**src/rtl/sxq_pkg.sv**
```systemverilog
package sxq_pkg;
  typedef enum logic [1:0] {
    SEL_NONE = 2'd0,
    SEL_RD   = 2'd1,
    SEL_WR   = 2'd2
  } sxq_sel_e;
endpackage

```
**src/rtl/sxq_wr_queue.sv**
```systemverilog
module sxq_wr_queue #(
  parameter int DEPTH = 3,
  parameter int AW    = 27,
  parameter int DW    = 256,
  localparam int CW   = $clog2(DEPTH + 1)
) (
  input  logic                clk_i,
  input  logic                rst_ni,
  input  logic                push_i,
  input  logic [AW-1:0]       addr_i,
  input  logic [DW-1:0]       data_i,
  input  logic                pop_i,
  output logic [CW-1:0]       count_o,
  output logic [DEPTH-1:0]    valid_o,
  output logic [DEPTH*AW-1:0] addr_o,
  output logic [DW-1:0]       head_data_o
);
  logic [CW-1:0] cnt_q, slot;

  assign slot    = cnt_q - CW'(pop_i);
  assign count_o = cnt_q;

  always_ff @(posedge clk_i or negedge rst_ni) begin
    if (!rst_ni) cnt_q <= '0;
    else         cnt_q <= cnt_q + CW'(push_i) - CW'(pop_i);
  end

  // entry 0 is always the oldest
  for (genvar g = 0; g < DEPTH; g++) begin : g_ent
    logic [AW-1:0] a_q, a_src;
    logic [DW-1:0] d_q, d_src;
    if (g < DEPTH - 1) begin : g_shift
      assign a_src = pop_i ? g_ent[g+1].a_q : a_q;
      assign d_src = pop_i ? g_ent[g+1].d_q : d_q;
    end else begin : g_tail
      assign a_src = a_q;
      assign d_src = d_q;
    end
    always_ff @(posedge clk_i) begin
      if (push_i && slot == CW'(g)) begin
        a_q <= addr_i;
        d_q <= data_i;
      end else begin
        a_q <= a_src;
        d_q <= d_src;
      end
    end
    assign addr_o[g*AW +: AW] = a_q;
    assign valid_o[g]         = cnt_q > CW'(g);
  end

  assign head_data_o = g_ent[0].d_q;
endmodule

```
**src/rtl/sxq_rd_queue.sv**
```systemverilog
module sxq_rd_queue #(
  parameter int DEPTH = 2,
  parameter int AW    = 27,
  parameter int WW    = 3,
  parameter int KW    = 2,
  localparam int CW   = $clog2(DEPTH + 1)
) (
  input  logic          clk_i,
  input  logic          rst_ni,
  input  logic          push_i,
  input  logic [AW-1:0] addr_i,
  input  logic [WW-1:0] word_i,
  input  logic [KW-1:0] ahead_i,
  input  logic          pop_i,
  input  logic          wr_pop_i,
  output logic [CW-1:0] count_o,
  output logic [AW-1:0] head_addr_o,
  output logic [WW-1:0] head_word_o,
  output logic [KW-1:0] head_ahead_o
);
  logic [CW-1:0] cnt_q, slot;

  assign slot    = cnt_q - CW'(pop_i);
  assign count_o = cnt_q;

  always_ff @(posedge clk_i or negedge rst_ni) begin
    if (!rst_ni) cnt_q <= '0;
    else         cnt_q <= cnt_q + CW'(push_i) - CW'(pop_i);
  end

  // k_q counts evictions accepted before this fill and not yet granted
  for (genvar g = 0; g < DEPTH; g++) begin : g_ent
    logic [AW-1:0] a_q, a_src;
    logic [WW-1:0] w_q, w_src;
    logic [KW-1:0] k_q, k_src;
    if (g < DEPTH - 1) begin : g_shift
      assign a_src = pop_i ? g_ent[g+1].a_q : a_q;
      assign w_src = pop_i ? g_ent[g+1].w_q : w_q;
      assign k_src = pop_i ? g_ent[g+1].k_q : k_q;
    end else begin : g_tail
      assign a_src = a_q;
      assign w_src = w_q;
      assign k_src = k_q;
    end
    always_ff @(posedge clk_i) begin
      if (push_i && slot == CW'(g)) begin
        a_q <= addr_i;
        w_q <= word_i;
        k_q <= ahead_i;
      end else begin
        a_q <= a_src;
        w_q <= w_src;
        k_q <= k_src - KW'(wr_pop_i && k_src != '0);
      end
    end
  end

  assign head_addr_o  = g_ent[0].a_q;
  assign head_word_o  = g_ent[0].w_q;
  assign head_ahead_o = g_ent[0].k_q;
endmodule

```
**src/rtl/sxq_arbiter.sv**
```systemverilog
module sxq_arbiter
  import sxq_pkg::*;
#(
  parameter int WR_DEPTH = 3,
  parameter int AW       = 27,
  parameter int KW       = 2
) (
  input  logic                   idle_i,
  input  logic                   barrier_i,
  input  logic                   rd_valid_i,
  input  logic [AW-1:0]          rd_addr_i,
  input  logic [KW-1:0]          rd_ahead_i,
  input  logic [WR_DEPTH-1:0]    wr_valid_i,
  input  logic [WR_DEPTH*AW-1:0] wr_addr_i,
  output sxq_sel_e               sel_o
);
  logic [WR_DEPTH-1:0] conflict;
  logic                hazard, wr_any, wr_full;

  // only evictions older than the head fill can block it
  for (genvar g = 0; g < WR_DEPTH; g++) begin : g_cmp
    assign conflict[g] = wr_valid_i[g] && (rd_ahead_i > KW'(g)) &&
                         (wr_addr_i[g*AW +: AW] == rd_addr_i);
  end

  assign hazard  = |conflict;
  assign wr_any  = wr_valid_i[0];
  assign wr_full = wr_valid_i[WR_DEPTH-1];

  always_comb begin
    sel_o = SEL_NONE;
    if (idle_i) begin
      if (barrier_i) begin
        if (rd_valid_i && rd_ahead_i == '0) sel_o = SEL_RD;
        else if (wr_any)                    sel_o = SEL_WR;
      end else if (wr_full) begin
        sel_o = SEL_WR;
      end else if (rd_valid_i && !hazard) begin
        sel_o = SEL_RD;
      end else if (wr_any) begin
        sel_o = SEL_WR;
      end
    end
  end
endmodule

```
**src/rtl/sxq_burst.sv**
```systemverilog
module sxq_burst #(
  parameter int AW    = 27,
  parameter int DW    = 32,
  parameter int WORDS = 8,
  localparam int IW   = $clog2(WORDS)
) (
  input  logic            clk_i,
  input  logic            rst_ni,
  input  logic            start_i,
  input  logic            we_i,
  input  logic [AW-1:0]   addr_i,
  input  logic [IW-1:0]   word_i,
  input  logic [WORDS*DW-1:0] wdata_i,
  input  logic            beat_i,
  input  logic [DW-1:0]   rdata_i,
  output logic            busy_o,
  output logic [DW-1:0]   wdata_o,
  output logic            rd_valid_o,
  output logic [AW-1:0]   rd_addr_o,
  output logic [IW-1:0]   rd_word_o,
  output logic [DW-1:0]   rd_data_o,
  output logic            rd_crit_o,
  output logic            rd_last_o
);
  logic              busy_q, we_q;
  logic [AW-1:0]     addr_q;
  logic [IW-1:0]     st_q, cnt_q, idx;
  logic [WORDS*DW-1:0] buf_q;
  logic              last_beat;

  assign idx       = st_q + cnt_q;  // wraps inside the sector
  assign last_beat = cnt_q == IW'(WORDS - 1);

  always_ff @(posedge clk_i or negedge rst_ni) begin
    if (!rst_ni) begin
      busy_q <= 1'b0;
      cnt_q  <= '0;
    end else if (start_i) begin
      busy_q <= 1'b1;
      cnt_q  <= '0;
    end else if (busy_q && beat_i) begin
      cnt_q <= cnt_q + 1'b1;
      if (last_beat) busy_q <= 1'b0;
    end
  end

  always_ff @(posedge clk_i) begin
    if (start_i) begin
      we_q   <= we_i;
      addr_q <= addr_i;
      st_q   <= word_i;
      buf_q  <= wdata_i;
    end
  end

  assign busy_o     = busy_q;
  assign wdata_o    = buf_q[idx*DW +: DW];
  assign rd_valid_o = busy_q && !we_q && beat_i;
  assign rd_addr_o  = addr_q;
  assign rd_word_o  = idx;
  assign rd_data_o  = rdata_i;
  assign rd_crit_o  = cnt_q == '0;
  assign rd_last_o  = last_beat;
endmodule

```
**src/rtl/sector_xfer_queue.sv**
```systemverilog
module sector_xfer_queue
  import sxq_pkg::*;
#(
  parameter int SA_W         = 27,
  parameter int DATA_W       = 32,
  parameter int SECTOR_WORDS = 8,
  parameter int RD_DEPTH     = 2,
  parameter int WR_DEPTH     = 3,
  localparam int WI_W        = $clog2(SECTOR_WORDS),
  localparam int SEC_W       = SECTOR_WORDS * DATA_W
) (
  input  logic              clk_i,
  input  logic              rst_ni,
  input  logic              fill_valid_i,
  output logic              fill_ready_o,
  input  logic [SA_W-1:0]   fill_addr_i,
  input  logic [WI_W-1:0]   fill_word_i,
  input  logic              ev_valid_i,
  output logic              ev_ready_o,
  input  logic [SA_W-1:0]   ev_addr_i,
  input  logic [SEC_W-1:0]  ev_data_i,
  input  logic              sync_i,
  output logic              rd_valid_o,
  output logic [SA_W-1:0]   rd_addr_o,
  output logic [WI_W-1:0]   rd_word_o,
  output logic [DATA_W-1:0] rd_data_o,
  output logic              rd_crit_o,
  output logic              rd_last_o,
  output logic              bus_req_o,
  output logic              bus_we_o,
  output logic [SA_W-1:0]   bus_addr_o,
  output logic [WI_W-1:0]   bus_word_o,
  input  logic              bus_gnt_i,
  input  logic              bus_beat_i,
  input  logic [DATA_W-1:0] bus_rdata_i,
  output logic [DATA_W-1:0] bus_wdata_o
);
  localparam int RC_W = $clog2(RD_DEPTH + 1);
  localparam int WC_W = $clog2(WR_DEPTH + 1);

  logic [RC_W-1:0]          rd_cnt;
  logic [WC_W-1:0]          wr_cnt, ahead_in, rd_ahead;
  logic [WR_DEPTH-1:0]      wr_valid;
  logic [WR_DEPTH*SA_W-1:0] wr_addr;
  logic [SEC_W-1:0]         wr_head_data;
  logic [SA_W-1:0]          rd_head_addr;
  logic [WI_W-1:0]          rd_head_word;
  logic                     fill_acc, ev_acc, start, rd_pop, wr_pop;
  logic                     busy, bar_q, drained;
  sxq_sel_e                 sel;

  assign fill_ready_o = (rd_cnt < RC_W'(RD_DEPTH)) && !bar_q;
  assign ev_ready_o   = (wr_cnt < WC_W'(WR_DEPTH)) && !bar_q;
  assign fill_acc     = fill_valid_i && fill_ready_o;
  assign ev_acc       = ev_valid_i && ev_ready_o;

  assign bus_req_o  = sel != SEL_NONE;
  assign bus_we_o   = sel == SEL_WR;
  assign bus_addr_o = bus_we_o ? wr_addr[SA_W-1:0] : rd_head_addr;
  assign bus_word_o = bus_we_o ? '0 : rd_head_word;

  assign start  = bus_req_o && bus_gnt_i;
  assign rd_pop = start && !bus_we_o;
  assign wr_pop = start && bus_we_o;

  // a same-cycle eviction is younger than the fill
  assign ahead_in = wr_cnt - WC_W'(wr_pop);
  assign drained  = rd_cnt == '0 && wr_cnt == '0 && !busy;

  always_ff @(posedge clk_i or negedge rst_ni) begin
    if (!rst_ni)               bar_q <= 1'b0;
    else if (sync_i)           bar_q <= 1'b1;
    else if (bar_q && drained) bar_q <= 1'b0;
  end

  sxq_rd_queue #(
    .DEPTH (RD_DEPTH),
    .AW    (SA_W),
    .WW    (WI_W),
    .KW    (WC_W)
  ) u_rdq (
    .clk_i        (clk_i),
    .rst_ni       (rst_ni),
    .push_i       (fill_acc),
    .addr_i       (fill_addr_i),
    .word_i       (fill_word_i),
    .ahead_i      (ahead_in),
    .pop_i        (rd_pop),
    .wr_pop_i     (wr_pop),
    .count_o      (rd_cnt),
    .head_addr_o  (rd_head_addr),
    .head_word_o  (rd_head_word),
    .head_ahead_o (rd_ahead)
  );

  sxq_wr_queue #(
    .DEPTH (WR_DEPTH),
    .AW    (SA_W),
    .DW    (SEC_W)
  ) u_wrq (
    .clk_i       (clk_i),
    .rst_ni      (rst_ni),
    .push_i      (ev_acc),
    .addr_i      (ev_addr_i),
    .data_i      (ev_data_i),
    .pop_i       (wr_pop),
    .count_o     (wr_cnt),
    .valid_o     (wr_valid),
    .addr_o      (wr_addr),
    .head_data_o (wr_head_data)
  );

  sxq_arbiter #(
    .WR_DEPTH (WR_DEPTH),
    .AW       (SA_W),
    .KW       (WC_W)
  ) u_arb (
    .idle_i     (!busy),
    .barrier_i  (bar_q),
    .rd_valid_i (rd_cnt != '0),
    .rd_addr_i  (rd_head_addr),
    .rd_ahead_i (rd_ahead),
    .wr_valid_i (wr_valid),
    .wr_addr_i  (wr_addr),
    .sel_o      (sel)
  );

  sxq_burst #(
    .AW    (SA_W),
    .DW    (DATA_W),
    .WORDS (SECTOR_WORDS)
  ) u_burst (
    .clk_i      (clk_i),
    .rst_ni     (rst_ni),
    .start_i    (start),
    .we_i       (bus_we_o),
    .addr_i     (bus_addr_o),
    .word_i     (bus_word_o),
    .wdata_i    (wr_head_data),
    .beat_i     (bus_beat_i),
    .rdata_i    (bus_rdata_i),
    .busy_o     (busy),
    .wdata_o    (bus_wdata_o),
    .rd_valid_o (rd_valid_o),
    .rd_addr_o  (rd_addr_o),
    .rd_word_o  (rd_word_o),
    .rd_data_o  (rd_data_o),
    .rd_crit_o  (rd_crit_o),
    .rd_last_o  (rd_last_o)
  );
endmodule

```
**config.mk**
```make
export PLATFORM = sky130hd
export DESIGN_NAME = sector_xfer_queue
export DESIGN_NICKNAME = d
export VERILOG_FILES = /design/src/rtl/sxq_pkg.sv /design/src/rtl/sxq_wr_queue.sv /design/src/rtl/sxq_rd_queue.sv /design/src/rtl/sxq_arbiter.sv /design/src/rtl/sxq_burst.sv /design/src/rtl/sector_xfer_queue.sv
export SDC_FILE = /design/constraint.sdc
export NUM_CORES = 1
export LEC_CHECK = 0
export ABC_AREA = 0
export BUFFER_PORTS_ARGS = -buffer_cell sky130_fd_sc_hd__clkbuf_2
export CORE_ASPECT_RATIO = 0.7
export CORE_UTILIZATION = 55
export DETAILED_ROUTE_END_ITERATION = 12
export PLACE_DENSITY = 0.84
export SKIP_LAST_GASP = 1
export SYNTH_ARGS = -nofsm -noshare
export SYNTH_HDL_FRONTEND = slang
export SYNTH_SLANG_ARGS = --single-unit
```
**constraint.sdc**
```tcl
create_clock -name clk_i -period 40 [get_ports clk_i]
set_input_delay 2 -clock clk_i [delete_from_list [all_inputs] [get_ports clk_i]]
set_output_delay 2 -clock clk_i [all_outputs]
set_load 0.03 [all_outputs]
```
# --- Yosys cells after proc, flatten, opt, wreduce, memory -nomap -nowiden ---
# Index checks and enable logic that the tools add are counted.
word_totals:
  output_inout_bits: 131
  elab_cells: 129
  ff_bits: 1209
op_classes:
  add_sub_neg: 10
  n_lt_le_gt_ge: 8
  muxes: 30
  shift: 1
  reduce_logical: 51
  n_eq_ne: 8
ops:
  columns: ["operator", "n"]
  rows:
  - ["two-way mux 256 bit", 4]
  - ["variable part select 256 x 9 -> 32 bit", 1]
  - ["two-way mux 27 bit", 7]
  - ["equality test 27 bit", 3]
  - ["logical AND 1 bit", 28]
  - ["nonzero test 2 bit", 10]
  - ["two-way mux 2 bit", 9]
  - ["two-way mux 3 bit", 5]
  - ["subtractor 2 x 1 -> 2 bit", 6]
  - ["zero test 2 bit", 5]
  - ["> comparator 2 x 1 -> 1 bit, second input constant", 4]
  - ["zero test 1 bit", 5]
  - ["two-way mux 1 bit", 5]
  - ["adder 2 x 1 -> 2 bit", 2]
  - ["equality test 2 x 1 -> 1 bit, second input constant", 2]
  - ["equality test 2 bit, second input constant", 2]
  - ["> comparator 2 bit, second input constant", 2]
  - ["< comparator 2 bit, second input constant", 2]
  - ["adder 3 x 1 -> 3 bit, second input constant", 1]
  - ["adder 3 bit", 1]
  - ["equality test 3 bit, second input constant", 1]
  - ["zero test 3 bit", 1]
  - ["OR reduction 3 bit", 1]
  - ["AND reduction 2 bit", 1]

# --- Logic depth before layout (Yosys ltp) ---
logic_depth:
  word_depth: 18
  depth_mapped: 16
  mapped_depth_nobuf: 12

# --- By module ---
# Synthesis repeated with hierarchy kept, for this count alone.
unflattened:
  hier_cells: 2216
  area_unflattened_um2: 47858.4
modules_own_cells:
  columns: ["mod", "cells_per_inst", "instances", "area_per_inst_um2"]
  rows:
  - ["sxq_wr_queue", 1493, 1, 32887.8]
  - ["sxq_burst", 463, 1, 11099.4]
  - ["sxq_rd_queue", 123, 1, 2626.3]
  - ["sxq_arbiter", 85, 1, 650.6]
  - ["sector_xfer_queue", 52, 1, 594.3]

# --- Least setup slack after synthesis ---
# No wires, ideal clock.
synth_path:
  kind: "input-to-reg"
  startpoint: "input bus_gnt_i"
  endpoint: "register u_wrq.g_ent[0].a_q[0] (enable)"
  arrival_ns: 15.887
  path_buffers: 0
  path_stages: 4
  slack_ns: 23.108
  required_ns: 38.995
  path_cell_list: "and2_1 > ha_1 > nand2_1 > o2bb2ai_1"
synth_between:
  elab_chain_len: 6
synth_rtl:
  columns: ["item", "line_no", "source"]
  rows:
  - ["start, declared", "sector_xfer_queue.sv:33", "input logic bus_gnt_i,"]
  - ["logical AND 1 bit *", "sector_xfer_queue.sv:62", "assign start = bus_req_o && bus_gnt_i;"]
  - ["logical AND 1 bit *", "sector_xfer_queue.sv:64", "assign wr_pop = start && bus_we_o;"]
  - ["subtractor 2 x 1 -> 2 bit", "sxq_wr_queue.sv:20", "assign slot = cnt_q - CW'(pop_i);"]
  - ["zero test 2 bit", "sxq_wr_queue.sv:40", "if (push_i && slot == CW'(g)) begin"]
  - ["logical AND 1 bit", "sxq_wr_queue.sv:40", null]
  - ["nonzero test 2 bit (no source line) *", null, null]
  - ["end signal, assigned", "sxq_wr_queue.sv:41", "a_q <= addr_i;"]
  - ["end signal, assigned", "sxq_wr_queue.sv:44", "a_q <= a_src;"]
  - ["end, declared", "sxq_wr_queue.sv:30", "logic [AW-1:0] a_q, a_src;"]
# Every way passes the cells marked *; elsewhere a longest branch is shown, timed or not.
# A chain may end at the register's enable or synchronous reset.

# --- Worst setup path after layout ---
layout_path:
  startpoint: "register u_burst.cnt_q[0]"
  endpoint: "output bus_wdata_o[22]"
layout_between:
  elab_chain_len: 2
layout_rtl:
  columns: ["item", "line_no", "source"]
  rows:
  - ["start, declared", "sxq_burst.sv:27", "logic [IW-1:0] st_q, cnt_q, idx;"]
  - ["start signal, assigned", "sxq_burst.sv:42", "cnt_q <= cnt_q + 1'b1;"]
  - ["adder 3 bit", "sxq_burst.sv:31", "assign idx = st_q + cnt_q;"]
  - ["variable part select 256 x 9 -> 32 bit", "sxq_burst.sv:57", "assign wdata_o = buf_q[idx*DW +: DW];"]
  - ["end, declared", "sector_xfer_queue.sv:36", "output logic [DATA_W-1:0] bus_wdata_o"]
# No other way between the ends.

==> impl_metrics.yaml <==
status:
  outcome: "complete, no violations"
logic_synthesis:
  synth.most_common_cell: "edfxtp_1"
  ys_seq_area_share_pct: 77.0
  synth_top_area_share_pct: 76.4
  synth_cell_types: 45
  async_reset_ff_share_pct: 0.744
  ys_seq_elements: 1209
  synth_area_mm2: 0.0470
  syn_area_per_cell_um2: 16.7
  synth-edff-count: 1196
  syn_nets: 3178
  synth_top_cell_by_area: "edfxtp_1"
  synth_common_cells: "edfxtp_1, nand2_1, mux2_2, clkbuf_1, mux4_2"
  synth_ff_type: "edfxtp_1"
  ys_top_cells_by_area: "edfxtp_1, mux2_2, nand2_1"
  syn_inst: 2815
  yosysWarningCount: 0
worst_setup_path:
  cp.required_ns: 38.00
  worstSetupPathType: "reg -> out"
  critPathLaunchType: "flop"
  end_kind: "primary output"
  worst-path-max-fanout: 39
  worstPathArrival_ns: 3.98
cells_and_area:
  areaGrowthSynthToFinish_pct: 14.1
  fillers: 5729
  final_core_util_pct: 63.6
  layoutNonFillerInstCount: 4459
  nets: 3584
  drive_gt1_share_pct: 31.8
place:
  io_buffer_count: 418
  place_inst: 4251
  dpl.hpwl_mm: 61.8
  gp_congestion: 0.846
  place_ws_ns: 34.00
timing:
  slew_viol_final: 0
  post-route-period-util_pct: 14.9
  relSlewSlack_pct: 25.2
  period_needed_ns: 5.98
  rsz0062_at_grt: "false"
  final-setup-viol-count: 0
  worst_pin_slew_ns: 1.12
  hold_viol_final: 0
  clock-skew-final_ns: 0.0274
  fin_ws_ns: 34.02
  setup_tns_ns: 0
  clock.fmax_ghz: 0.167
clock_tree:
  postCtsResizedCells: 0
  clockBufferDepth: 3
  clk_pin_slew_ns: 0.07
  cts_setup_buffers: 0
  htree_levels: 3
  hold_buffers: 0
  cts_tree: "done"
  cts.sink_count: 1209
  clock_latency_ns: 0.67
  cts-root-buf: "clkbuf_16"
  numCtsBuffers: 105
floorplanning:
  start_util_pct: 55.7
  coreArea_mm2: 0.0844
  num_rows: 89
  io_pins: 483
  fp.dieH_um: 247
  die_w_um: 351
  dieArea_mm2: 0.0867
global_route:
  grt_pass1_vias: 24678
  grt_overflow: 0
  grt_max_degree: 161
  grt_pass1_wl_mm: 150
  grt_use_total_pct: 23.4
  antenna_found_initial: 27
drt:
  ant_nets: 0
  vias_per_cell: 5.59
  vias: 24906
  finalWirelength_mm: 102
  drtPass1Iterations: 6
  drt_first_iter_violations: 2218
  avgRoutedWirePerCell_um: 22.9
  drc: 0
pwr:
  power.total_uw: 3370
  p_clk_share_pct: 30.3
  p_leak_uw: 0.0195
  swShare_pct: 28.6
  p_int_uw: 2400
  combPwrFrac_pct: 21.8
  seq_power_share_pct: 47.9
  vdd_ir_drop_max_mv: 0.0682
  p_per_area_mw_per_mm2: 62.8
  switchingPower_uw: 965
min_path:
  hold_path.class: "reg -> reg"
job:
  drv_cap: 0
-- power groups by stage --
| stage | sequential, uW | combinational [uW] | clock [uW] |
|---|---|---|---|
| 6_report | 1620 | 734 | 1020 |
| 5_1_grt | 1620 | 773 | 1080 |
| 4_1_cts | 1620 | 744 | 1030 |
| 3_5_place_dp | 1640 | 738 | 0 |
| 3_3_place_gp | 1630 | 727 | 0 |
| 2_1_floorplan | 1700 | 489 | 0 |
-- flip-flops by register name, summed over array words and instances, names as in the netlist --
signal	flops
u_wrq.g_ent.a_q	81
u_burst.busy_o	1
u_burst.rd_addr_o	27
u_burst.st_q	3
u_rdq.head_ahead_o	2
u_rdq.g_ent.w_q	3
u_burst.buf_q	256
bar_q	1
u_rdq.g_ent.a_q	27
u_rdq.head_addr_o	27
u_burst.we_q	1
u_wrq.head_data_o	256
u_rdq.head_word_o	3
u_burst.cnt_q	3
u_rdq.count_o	2
u_wrq.g_ent.d_q	512
u_wrq.count_o	2
u_rdq.g_ent.k_q	2
-- layout make-up --
type | instances | area (um^2) | share of cell area (%)
flip-flops and latches | 1209 | 36200 | 67.5
diodes | 17 | 42.5 | 0.0793
inverters | 11 | 41.3 | 0.0769
well taps | 1137 | 1420 | 2.65
clock buffers | 132 | 2820 | 5.26
repair buffers | 450 | 2370 | 4.42
clock inverters | 59 | 598 | 1.11
multi-input cells | 1444 | 10100 | 18.9
-- metal layers --
layer | routed length [um] | track usage (%) | vias up
li1 | - | - | 11167
met1 | 42800 | 32.8 | 12583
met2 | 49800 | 37.0 | 973
met3 | 7230 | 4.60 | 167
met4 | 2400 | 7.60 | 16
met5 | 99 | 0 | -
-- path summary, 6_finish.rpt --
path	startpoint	endpoint	slack (ns)	cells past startpoint
worst max register to register	u_rdq.head_addr_o[20]	u_wrq.head_data_o[153]	34.16	13
max in group asynchronous	rst_ni	u_rdq.count_o[1]	38.63	1
worst min register to register	u_wrq.head_data_o[197]	u_burst.buf_q[197]	0.41	0
min in group asynchronous	rst_ni	u_burst.busy_o	1.18	1
worst min-delay path	u_wrq.head_data_o[197]	u_burst.buf_q[197]	0.41	0
worst max-delay path	u_burst.cnt_q[0]	bus_wdata_o[22]	34.02	5
-- kinds of logic (layout without fill, tap and decap cells) --
logic type      after synthesis  after routing  share of synthesized area, %
flops                      1209           1209                          77.0
simple gates                909            909                          7.48
mux                         441            441                          12.1
buf+inv                     162            652                          1.61
xor+xnor                     63             63                          1.17
compound gates               20             20                         0.319
fa+ha+maj                    11             11                         0.309
other cells                   0             17                             0
-- through the flow --
stage,hold WS (ns),instance area [um^2]
2_1_floorplan,0.400,47000
3_3_place_gp,0.401,50200
3_5_place_dp,0.405,50200
4_1_cts,0.409,53600
5_1_grt,0.412,53700
6_report,0.408,53700
-- critical path, cell delays in order, from the launching register on --
cell and delay (ns):
dfrtp_1 0.44, ha_4 0.75, buf_4 0.87, mux4_2 0.67
mux2_2 0.33, clkbuf_2 0.19
-- layout by cell type (no fill, tap or decap), types with 3 or more instances in the layout --
| master | count |
|---|---|
| nor4_1 | 14 |
| buf_12 | 3 |
| edfxtp_1 | 1196 |
| xor2_1 | 57 |
| mux2i_1 | 5 |
| clkbuf_1 | 21 |
| inv_1 | 11 |
| nand3_1 | 3 |
| mux4_2 | 64 |
| clkbuf_16 | 108 |
| buf_4 | 29 |
| clkbuf_2 | 418 |
| clkbuf_8 | 3 |
| dfxtp_1 | 4 |
| nand2_1 | 858 |
| clkinv_2 | 23 |
| a21oi_1 | 6 |
| dfrtp_1 | 9 |
| diode_2 | 17 |
| clkinv_1 | 19 |
| xnor2_1 | 5 |
| mux2_2 | 371 |
| bufinv_16 | 12 |
| nor2b_1 | 5 |
| inv_6 | 3 |
| ha_1 | 9 |
| nor2_1 | 8 |
No activity file was read; power rests on OpenSTA's default activity.
